<file path="config.mk">
export PLATFORM = sky130hd
export DESIGN_NAME = first_hit_serializer
export DESIGN_NICKNAME = d
export VERILOG_FILES = /design/src/rtl/fhs_pkg.sv /design/src/rtl/fhs_edge_capture.sv /design/src/rtl/fhs_first_pick.sv /design/src/rtl/fhs_frame_tx.sv /design/src/rtl/first_hit_serializer.sv
export SDC_FILE = /design/constraint.sdc
export NUM_CORES = 1
export LEC_CHECK = 0
export ABC_AREA = 1
export BUFFER_PORTS_ARGS = -buffer_cell sky130_fd_sc_hd__buf_2
export CORE_UTILIZATION = 58
export CTS_CLUSTER_DIAMETER = 40
export DETAILED_ROUTE_END_ITERATION = 16
export GPL_TIMING_DRIVEN = 1
export HOLD_SLACK_MARGIN = 0.12
export PLACE_DENSITY_LB_ADDON = 0.1
export SLEW_MARGIN = 20
export SYNTH_ARGS = -nofsm -noshare
export SYNTH_HDL_FRONTEND = slang
export SYNTH_HIERARCHICAL = 1
export SYNTH_SLANG_ARGS = --single-unit
</file>
<file path="constraint.sdc">
create_clock -name clk_fast -period 4.5 [get_ports clk_fast]
set_input_delay 0.675 -clock clk_fast [delete_from_list [all_inputs] [get_ports clk_fast]]
set_output_delay 0.675 -clock clk_fast [all_outputs]
set_load 0.02 [all_outputs]
</file>
<file path="src/rtl/fhs_pkg.sv">
// Package: shared sizing for the first-hit serializer.
// Assumes the channel count is a power of two or less; address width derives from it.
package fhs_pkg;
    parameter int CH_COUNT = 64;
    localparam int ADDR_W  = $clog2(CH_COUNT);
endpackage

</file>
<file path="src/rtl/fhs_edge_capture.sv">
// Module: fhs_edge_capture
// Samples the hit lines on the fast clock and flags lines that went low-to-high
// between two consecutive samples. Assumes hit lines are synchronous to clk.
module fhs_edge_capture #(
    parameter int CH = fhs_pkg::CH_COUNT
) (
    input  logic          clk,
    input  logic          rst_n,
    input  logic [CH-1:0] hit_in,
    output logic [CH-1:0] rise
);
    logic [CH-1:0] samp_q;
    logic [CH-1:0] prev_q;

    // Two-stage sampling history of every hit line.
    always_ff @(posedge clk) begin
        if (!rst_n) begin
            samp_q <= '0;
            prev_q <= '0;
        end else begin
            samp_q <= hit_in;
            prev_q <= samp_q;
        end
    end

    // Per-channel new-hit detection.
    genvar g;
    generate
        for (g = 0; g < CH; g++) begin : g_rise
            assign rise[g] = samp_q[g] & ~prev_q[g];
        end
    endgenerate
endmodule

</file>
<file path="src/rtl/fhs_first_pick.sv">
// Module: fhs_first_pick
// Combinational priority selector: returns the lowest-numbered set request.
// Assumes at most CH requests; the index is meaningless when valid is low.
module fhs_first_pick #(
    parameter int CH = fhs_pkg::CH_COUNT,
    localparam int AW = $clog2(CH)
) (
    input  logic [CH-1:0] req,
    output logic          valid,
    output logic [AW-1:0] idx
);
    // Scan from the top so the lowest set bit is the last one written.
    always_comb begin
        valid = |req;
        idx   = '0;
        for (int i = CH - 1; i >= 0; i--) begin
            if (req[i]) idx = AW'(i);
        end
    end
endmodule

</file>
<file path="src/rtl/fhs_frame_tx.sv">
// Module: fhs_frame_tx
// Frame sequencer. It sends a flag slot, then the address bits MSB first.
// Single-edge mode sends one slot per cycle. Dual-edge mode sends two slots per
// cycle: the high phase first, then the low phase.
// Assumes start pulses last one cycle. While a frame is in progress, start is ignored.
module fhs_frame_tx #(
    parameter int AW = fhs_pkg::ADDR_W,
    localparam int LAST_SLOT = AW,
    localparam int SLOT_W    = $clog2(AW + 2)
) (
    input  logic          clk,
    input  logic          rst_n,
    input  logic          start,
    input  logic [AW-1:0] start_addr,
    input  logic          dual_in,
    output logic          busy,
    output logic          dual_q,
    output logic [AW-1:0] addr_q,
    output logic          flag_out,
    output logic          addr_ser
);
    logic              busy_q;
    logic [SLOT_W-1:0] slot_q;
    int                step;
    logic              hi_flag, hi_dat, lo_flag, lo_dat;

    // Slot decode: slot 0 is the flag, slots 1..AW carry address MSB first.
    function automatic logic [1:0] slot_bits(input int s, input logic [AW-1:0] a, input logic act);
        logic f, d;
        f = act && (s == 0);
        d = act && (s >= 1) && (s <= LAST_SLOT) ? a[LAST_SLOT - s] : 1'b0;
        return {f, d};
    endfunction

    // Slots consumed per cycle in the captured mode.
    assign step = dual_q ? 2 : 1;

    // Frame state: idle-to-busy on start, slot advance, return to idle after last slot.
    always_ff @(posedge clk) begin
        if (!rst_n) begin
            busy_q <= 1'b0;
            dual_q <= 1'b0;
            addr_q <= '0;
            slot_q <= '0;
        end else if (!busy_q) begin
            if (start) begin
                busy_q <= 1'b1;
                dual_q <= dual_in;
                addr_q <= start_addr;
                slot_q <= '0;
            end
        end else if (int'(slot_q) + step > LAST_SLOT) begin
            busy_q <= 1'b0;
        end else begin
            slot_q <= SLOT_W'(int'(slot_q) + step);
        end
    end

    // Line values for the high phase and the low phase of the current cycle.
    always_comb begin
        {hi_flag, hi_dat} = slot_bits(int'(slot_q), addr_q, busy_q);
        {lo_flag, lo_dat} = slot_bits(int'(slot_q) + 1, addr_q, busy_q);
    end

    assign busy     = busy_q;
    assign flag_out = (dual_q && !clk) ? lo_flag : hi_flag;
    assign addr_ser = (dual_q && !clk) ? lo_dat  : hi_dat;
endmodule

</file>
<file path="src/rtl/first_hit_serializer.sv">
// Module: first_hit_serializer
// Top: samples the channel hit lines, picks the lowest newly-risen channel, and
// serializes flag plus address on the fast clock.
// Assumes hit lines and dual_edge are synchronous to clk_fast.
module first_hit_serializer #(
    parameter int CH = fhs_pkg::CH_COUNT,
    localparam int AW = $clog2(CH)
) (
    input  logic          clk_fast,
    input  logic          rst_n,
    input  logic          dual_edge,
    input  logic [CH-1:0] chan_hit,
    output logic          flag_out,
    output logic          addr_ser
);
    logic [CH-1:0] rise;
    logic          pick_valid;
    logic [AW-1:0] pick_idx;
    logic          busy;
    logic          frame_dual;
    logic [AW-1:0] frame_addr;

    fhs_edge_capture #(.CH(CH)) u_cap (
        .clk    (clk_fast),
        .rst_n  (rst_n),
        .hit_in (chan_hit),
        .rise   (rise)
    );

    fhs_first_pick #(.CH(CH)) u_pick (
        .req   (rise),
        .valid (pick_valid),
        .idx   (pick_idx)
    );

    fhs_frame_tx #(.AW(AW)) u_tx (
        .clk        (clk_fast),
        .rst_n      (rst_n),
        .start      (pick_valid),
        .start_addr (pick_idx),
        .dual_in    (dual_edge),
        .busy       (busy),
        .dual_q     (frame_dual),
        .addr_q     (frame_addr),
        .flag_out   (flag_out),
        .addr_ser   (addr_ser)
    );
endmodule

</file>
# Yosys cells after proc, flatten, opt, wreduce, memory -nomap -nowiden
# Index checks and enable logic that the tools add are counted.
# classes
addsub,4
n_lt_le_gt_ge,7
n_eq_ne,1
muxes,81
bitwise_logic,129
reduce_logical,14
# op_table
cell,n
6-bit 2-to-1 mux,64
1-bit NOT,65
1-bit bitwise AND,64
"32-bit by 5-bit < comparator with 1-bit output, second input constant",2
64-bit OR reduction,1
4-bit by 32-bit adder with 32-bit output,1
"32-bit by 2-bit >= comparator with 1-bit output, second input constant",1
"32-bit by 4-bit greater-than comparator with 1-bit output, second input constant",1
"32-bit by 4-bit <= comparator with 1-bit output, second input constant",1
32-bit logical NOT,1
"4-bit by 32-bit subtractor with 32-bit output, first input constant",1
1-bit 2-to-1 mux,11
3-bit 2-to-1 mux,3
1-bit logical AND,7
1-bit binary-select mux with 3-bit select,2
"3-bit by 1-bit adder with 4-bit output, second input constant",1
2-bit AND reduction,2
"3-bit by 3-bit subtractor with 4-bit output, first input constant",1
"3-bit by 1-bit >= comparator with 1-bit output, second input constant",1
"3-bit <= comparator, second input constant",1
3-bit logical NOT,1
2-bit 2-to-1 mux,1
"2-bit inequality test, second input constant",1
2-bit nonzero test,1
1-bit logical NOT,1
# word_totals
regBits,139
input_bits,67
output_inout_bits,2
elab_cells,242

# Depth between registers and ports, before layout
# Gate-level depths: netlist of the first run.
# logic_depth
word_depth,66
ltp_mapped,67
depth_no_buf,67

# Hierarchy
# The synthesis of the first run kept the hierarchy.
# by_module_without_submodules
module,n_inst,cells_each,area_each_um2,seq_area_each_um2
fhs_edge_capture,1,526,4157.7,2562.5
fhs_first_pick,1,235,1024.7,0.0
fhs_frame_tx,1,123,839.6,220.2

==> qor.txt, run 1 <==
POWER AND IR DROP
-----------------------------------------------------------------------------
Leakage power total ............................................  0.004662 uW
Power density over the cells ................................... 410.7 mW/mm^2
Max VDD drop ...................................................  0.0002521 V

SYNTH
-----------------------------------------------------------------------------
Asr flop ratio synth ...........................................           0%
Yosys warning count ............................................            6
EDFF count, synth ..............................................            0
Top_reg_cell synth .............................................      dfxtp_1
Number of register bits inferred by synthesis ..................          139
Fraction of the yosys area taken by sequential cells ...........       46.21%
Cell Area, Synth ............................................... 0.006022 mm^2
Number of nets produced by synthesis ...........................          961
Per-instance average area after synthesis ......................   6.812 um^2
Number of distinct library cells after synthesis ...............           32
Count of mapped cells out of synthesis .........................          884

STA
-----------------------------------------------------------------------------
RSZ-0062 raised after global routing ...........................         true
Final Hold Vio Count ...........................................            0
Number of setup violations in the final report .................            0
Min setup slack post-route .....................................   0.06012 ns
Worst slack on hold paths ......................................    0.1555 ns
Slew headroom ..................................................       48.69%
Fin Clk Skew ...................................................    0.4778 ns
Count of pins over their slew limit ............................            0
Measured slew at the worst slew-check pin ......................    0.7696 ns

DRT
-----------------------------------------------------------------------------
Final routed wirelength across all metal layers ................     11.40 mm
Drc violations .................................................            0
Post-detailed-route count of antenna-violating nets ............            0
Detailed-route vias per instance ...............................        4.302
DR WL/cell .....................................................     9.709 um
Drt first pass iters ...........................................            5
Via count of the routed design .................................         5050
Violation count after the first detailed-routing iteration .....          233

CLOCKING
-----------------------------------------------------------------------------
Worst-path clk slew ............................................      0.06 ns
TritonCTS clock tree ...........................................         done
Insertion delay to the later sink of the worst-skew pair .......      0.74 ns

SETUP PATH
-----------------------------------------------------------------------------
Critical path launch point .....................................     clk_fast
Kind of capture point of the worst setup path ..................  output port
Endpoint of the worst setup timing path ........................     addr_ser
R2R Path Start ................................................. u_cap/samp_q[58]
Length in cells of the worst reg-to-reg path ...................           63
Arrival time worst endpoint ....................................      3.76 ns
Startpoint Class ...............................................   clock port
Type of the worst setup path ...................................   clk -> out
Worst endpoint required time ...................................      3.83 ns
Worst reg-to-reg setup slack ...................................      0.29 ns
Critical path peak fanout ......................................            3
Capturing point of the worst reg2reg path ...................... u_tx/addr_q[0]

FLOORPLANNING
-----------------------------------------------------------------------------
X dimension of the die .........................................     103.9 um
Placement row count ............................................           36
Overall die area ............................................... 0.01079 mm^2
Area of the core ............................................... 0.009910 mm^2
Io pins ........................................................           69
Effective utilization at floorplan .............................       60.77%
Die Span Y .....................................................     103.9 um

FINAL LAYOUT
-----------------------------------------------------------------------------
Cell area after layout ......................................... 0.007725 mm^2
Net count of the finished layout ...............................         1104
Final core utilization .........................................       77.95%
Fraction of final layout cells sized beyond drive strength 1 ...       14.02%
Final antenna diode count ......................................            0
# fillers ......................................................          700
Number of standard cells in the final layout excluding fillers .         1174
Layout overhead on the synthesized area ........................       28.28%

GLOBAL ROUTING
-----------------------------------------------------------------------------
Global-route wire length before repair .........................     19.53 mm
Vias in the first global route .................................         5109
Antenna violations before repair ...............................            0
Pin count of the biggest net entering global routing ...........           85
Congestion Overflow GR .........................................            0
Total routing resource utilization after global routing ........       23.02%

HOLD PATH
-----------------------------------------------------------------------------
Min-delay worst type ...........................................    in -> reg

RUN STATUS
-----------------------------------------------------------------------------
Result of the run .............................................. complete, no violations

PLACEMENT
-----------------------------------------------------------------------------
Area after DPL ................................................. 0.006375 mm^2
Number of placed cells counting well taps ......................         1070
Pre-CTS setup slack ............................................    0.7302 ns
Count of input and output buffers ..............................           68
HPWL after detailed placement ..................................     6.908 mm
Global placer's final weighted congestion ......................       0.7883

FLOW RUN
-----------------------------------------------------------------------------
Number of violations of the max-capacitance limit ..............            0

how the worst min path moves through the flow:
stage,end,from,slack [ns],cells after the start
after global routing,u_cap/samp_q[44],chan_hit[44],0.12,3
after floorplan,u_cap/prev_q[0],u_cap/samp_q[0],0.41,2
after global placement,u_cap/prev_q[6],u_cap/samp_q[6],0.41,2
final,u_cap/samp_q[44],chan_hit[44],0.16,3
after detailed placement,u_cap/prev_q[3],u_cap/samp_q[3],0.41,2
after CTS,u_cap/samp_q[41],chan_hit[41],0.12,3
worst max-delay path: stages:
cell,delay (ns)
clkbuf_16,0.12
clkbuf_8,0.12
clkbuf_8,0.12
clkbuf_8,0.12
clkbuf_8,0.12
clkbuf_8,0.12
inv_4,0.05
nand2_4,0.05
buf_4,0.14
clkbuf_8,0.12
nand3_1,0.08
a21oi_1,0.05
nand3_1,0.10
nand2_2,0.06
buf_6,0.13
per-stage QoR:
step           setup TNS, ns  total power [uW]
2_1_floorplan              0              1593
3_3_place_gp               0              1649
3_5_place_dp               0              1661
6_report                   0              3172
4_1_cts                    0              3187
5_1_grt              -0.2900              3322
power by group:
| part | leakage (uW) | internal (uW) | switching (uW) |
|---|---|---|---|
| logic | 0.00313 | 156 | 191 |
| clock network | 0.000385 | 930 | 570 |
| registers | 0.00115 | 1290 | 31.9 |
| total | 0.00466 | 2380 | 793 |
layer usage:
layer | share of wire (%) | vias to the layer above | global-route usage (%)
met3 | 3.6 | 28 | 6.516
met4 | 2.1 | 0 | 12.86
met1 | 43 | 2174 | 22.60
li1 | - | 2750 | -
met5 | 0 | - | 0
met2 | 52 | 98 | 43.10
cells in the final DEF, fill, tap and decap left out, types with 2 or more instances in the layout:
cell type / n
inv_6: 2
clkbuf_8: 8
nor2_2: 6
buf_2: 66
nor2_4: 2
dfxtp_1: 136
clkinv_4: 2
clkinv_2: 2
buf_4: 7
nand2_1: 254
dlygate4sd3_1: 60
a21oi_2: 2
nor4_1: 2
o21ai_0: 8
nand2_2: 3
nand4_1: 4
nand2_4: 2
nor2_1: 118
nand3_1: 14
nor3_1: 2
ha_1: 9
nand3b_1: 3
inv_1: 262
a21oi_1: 12
clkbuf_16: 16
clkinvlp_4: 5
bufinv_16: 2
dfxtp_2: 3
inv_2: 6
bufinv_8: 7
flip-flops by register name (all words and copies together) (netlist names):
name and cells:
u_tx/addr_q 6, u_tx/busy 1, u_tx/slot_q 3, u_tx/dual_q 1, u_cap/samp_q 64, u_cap/prev_q 64
cells in the mapped netlist, types with 2 or more instances:
cell type | n | area share (%)
inv_2 | 5 | 0.31
dfxtp_1 | 139 | 46
a21oi_1 | 12 | 1.0
nand3_1 | 14 | 1.2
bufinv_8 | 7 | 2.0
buf_2 | 2 | 0.17
nor2_1 | 125 | 7.8
a21oi_2 | 2 | 0.29
nor3_1 | 2 | 0.17
o21ai_0 | 9 | 0.75
nand2_2 | 2 | 0.21
ha_1 | 9 | 1.9
nand2_1 | 256 | 16
nor4_1 | 2 | 0.21
inv_1 | 264 | 16
nand3b_1 | 3 | 0.37
buf_6 | 13 | 2.4
nand4_1 | 4 | 0.42
cell families after synthesis:
kind of cell               after synthesis  synth area share, %
AOI/OAI and AO/OA                       30                2.888
xor gates and xnor gates                 1               0.1455
adders and majority gates               10                2.202
buffers and inverters                  292                21.53
DFF                                    139                46.21
and+or+nand+nor                        412                27.03
layout make-up:
class	count	area, um^2	share of cell area [%]
inverters	275	1129	14.61
clock buffers	33	573.1	7.418
clock inverters	14	148.9	1.927
flip-flops and latches	139	2786	36.07
repair buffers	127	940.9	12.18
multi-input cells	453	1981	25.64
well taps	133	166.4	2.154
what timing repair did:
action,CTS,global route
hold buffers,60,0
setup endpoints to repair,2,2
buffers inserted,4,1
pin swaps,4,4
hold endpoints to repair,60,0
resized for setup,8,14
cloned,0,0
Power figures use the tool's default switching activity.
==> run 2, diff against run 1 <==
- ABC_AREA: 1 -> not set
- CORE_UTILIZATION: 58 -> 57
- TNS_END_PERCENT: not set -> 1
==> qor.txt, run 2 <==
SYNTH
--------------------------------------------------------------------------------
Yosys warning count ...............................................            6
EDFF count, synth .................................................            0
Number of register bits inferred by synthesis .....................          139
Count of mapped cells out of synthesis ............................          574
Top_reg_cell synth ................................................      dfxtp_1
Number of nets produced by synthesis ..............................          651
Area leader, netlist ..............................................      dfxtp_1
Fraction of the yosys area taken by sequential cells ..............       50.23%
Most instantiated cells after synthesis ........................... dfxtp_1, and2_1, nor2b_1, nand2_1, nor2_1
Per-instance average area after synthesis .........................   9.652 um^2
Synth top area cells .............................................. dfxtp_1, and2_1, nor2b_1, ha_1, nand2_1
Most frequent cell after synthesis ................................      dfxtp_1
Asr flop ratio synth ..............................................           0%
Fraction of post-synthesis cell area in the top cell type by area .       50.23%
Number of distinct library cells after synthesis ..................           59
Cell Area, Synth .................................................. 0.005540 mm^2

FLOORPLANNING
--------------------------------------------------------------------------------
Io pins ...........................................................           69
Effective utilization at floorplan ................................       59.40%
Die Span Y ........................................................     100.6 um
X dimension of the die ............................................     100.6 um
Placement row count ...............................................           35
Area of the core .................................................. 0.009328 mm^2
Overall die area .................................................. 0.01012 mm^2

PLACEMENT
--------------------------------------------------------------------------------
Global placer's final weighted congestion .........................       0.9443
HPWL after detailed placement .....................................     7.036 mm
Count of input and output buffers .................................           68

DRT
--------------------------------------------------------------------------------
Via count of the routed design ....................................         4137
Final routed wirelength across all metal layers ...................     10.79 mm
DR WL/cell ........................................................     13.49 um
Drc violations ....................................................            0
Post-detailed-route count of antenna-violating nets ...............            0
Detailed-route vias per instance ..................................        5.171
Drt first pass iters ..............................................            5
Violation count after the first detailed-routing iteration ........          154

POWER AND IR DROP
--------------------------------------------------------------------------------
Part of the total power dissipated in sequential elements .........        42.5%
Net Switching .....................................................     736.9 uW
Power density over the cells ...................................... 462.7 mW/mm^2
Cell internal power dissipation ...................................      2369 uW
Part of the power in combinational logic ..........................         8.6%
Max VDD drop ......................................................  0.0003108 V
Leakage power total ...............................................  0.002818 uW
Power share of the clock group ....................................        48.9%
Fraction of power spent switching nets ............................       23.73%

STA
--------------------------------------------------------------------------------
Total Neg Setup Slack .............................................         0 ns
Count of pins over their slew limit ...............................            0
Number of setup violations in the final report ....................            0
Final Hold Vio Count ..............................................            0
Slew headroom .....................................................       51.03%
RSZ-0062 raised after global routing ..............................        false
Measured slew at the worst slew-check pin .........................    0.7345 ns
Fin Clk Skew ......................................................  0.007452 ns

FINAL LAYOUT
--------------------------------------------------------------------------------
Layout overhead on the synthesized area ...........................       21.16%
Fraction of final layout cells sized beyond drive strength 1 ......       18.03%
# fillers .........................................................          727
Commonest cells after routing, fill and taps aside ................ dfxtp_1, and2_1, nor2b_1, buf_2, nand2_1
Most common library cell in the layout ignoring fill and taps .....      dfxtp_1
Final antenna diode count .........................................            0
Net count of the finished layout ..................................          732
Final core utilization ............................................       71.97%
Registers with the most flip-flops ................................ u_cap/prev_q (64), u_cap/samp_q (64), u_tx/addr_q (6)

HOLD PATH
--------------------------------------------------------------------------------
Min-delay worst type ..............................................    in -> reg

SETUP PATH
--------------------------------------------------------------------------------
Type of the worst setup path ......................................   clk -> out
Startpoint Class ..................................................   clock port
Arrival time worst endpoint .......................................      3.80 ns
Kind of capture point of the worst setup path .....................  output port
Worst endpoint required time ......................................      3.83 ns
Critical path peak fanout .........................................            2

GLOBAL ROUTING
--------------------------------------------------------------------------------
Total routing resource utilization after global routing ...........       23.57%
Global-route wire length before repair ............................     18.02 mm
Antenna violations before repair ..................................            0
Congestion Overflow GR ............................................            0
Vias in the first global route ....................................         4088
Pin count of the biggest net entering global routing ..............           85

CLOCKING
--------------------------------------------------------------------------------
Total of hold buffers inserted after clock tree synthesis .........            0
TritonCTS clock tree ..............................................         done
Worst-path clk slew ...............................................      0.06 ns
Insertion delay to the later sink of the worst-skew pair ..........      0.62 ns

RUN STATUS
--------------------------------------------------------------------------------
Result of the run ................................................. complete, no violations

FLOW RUN
--------------------------------------------------------------------------------
Number of violations of the max-capacitance limit .................            0

## run 2: cell count changes after synthesis, sizes merged, moves of 7 or more
cell / before / now
buf: 16 / 7
and2: 0 / 129
a21boi: 0 / 10
nor4: 2 / 18
clkbuf: 0 / 12
nor2b: 0 / 71
bufinv: 7 / 0
nand2b: 0 / 9
nor2: 126 / 21
inv: 269 / 16
nor3: 2 / 12
nand2: 259 / 28
## run 2: critical path, stage by stage
cell      delay (ns)
clkbuf_8        0.11
clkbuf_8        0.14
clkbuf_8        0.13
nand4b_1        0.20
clkbuf_8        0.17
clkbuf_8        0.12
or3_1           0.32
o22ai_2         0.21
buf_6           0.15
## run 2: kinds of logic (layout without fill, tap and decap cells)
family / count (synthesis) / count (layout) / synth area share [%]
AND/OR/NAND/NOR: 317 / 317 / 34.60
flip-flops: 139 / 139 / 50.23
AO/OA/AOI/OAI: 68 / 68 / 8.424
buffers and inverters: 35 / 132 / 2.958
adder cells (fa/ha/maj): 10 / 10 / 2.394
multiplexers: 4 / 4 / 1.242
XOR/XNOR: 1 / 1 / 0.1581
## run 2: power by group through the flow
stage          Sequential, uW  Clock [uW]  Combinational [uW]
6_report                 1320        1520                 267
4_1_cts                  1320        1540                 266
3_3_place_gp             1340        13.5                 251
2_1_floorplan            1330        12.0                 199
5_1_grt                  1330        1610                 297
3_5_place_dp             1350        13.5                 260
## run 2: final cells by class
class	instances	area [um^2]	area share, %
Sequential cell	139	2783	41.45
Clock buffer	38	635.6	9.469
Tap cell	129	161.4	2.404
Multi-Input combinational cell	400	2600	38.73
Clock inverter	11	135.1	2.013
Timing Repair Buffer	67	337.8	5.033
Inverter	16	60.06	0.8947
## run 2: worst paths after layout
path	from	to	slack, ns	depth (start not counted)
setup / recovery	clk_fast	addr_ser	0.03	9
hold / removal	chan_hit[60]	u_cap/samp_q[60]	0.25	2
setup reg to reg	u_cap/samp_q[62]	u_tx/slot_q[2]	2.08	10
hold reg to reg	u_cap/samp_q[14]	u_cap/prev_q[14]	0.44	1
## run 2: routing by layer
layer  GRT usage, %  routed length, um  part of all wire [%]
met3          8.391                484                   4.5
met5              0                  0                     0
met4          13.27                245                   2.3
met2          39.30               5289                    49
met1          26.15               4773                    44
## run 2: stage by stage
step / setup WS, ns / std cells / hold WS [ns] / power, uW / cell area [um^2]
6_report: 0.02920 / 800 / 0.2524 / 3106 / 6713
3_3_place_gp: 0.7383 / 753 / 0.4269 / 1607 / 5946
2_1_floorplan: 0.6669 / 574 / 0.4214 / 1545 / 5540
4_1_cts: 0.03779 / 800 / 0.2391 / 3130 / 6713
3_5_place_dp: 0.7382 / 753 / 0.4328 / 1619 / 5946
5_1_grt: 0.03354 / 800 / 0.2335 / 3235 / 6713
## run 2: timing repair
item | 4_1_cts | 5_1_grt
resized for setup | 3 | 0
endpoints found under the setup margin | 2 | 0
buffers inserted | 1 | 0
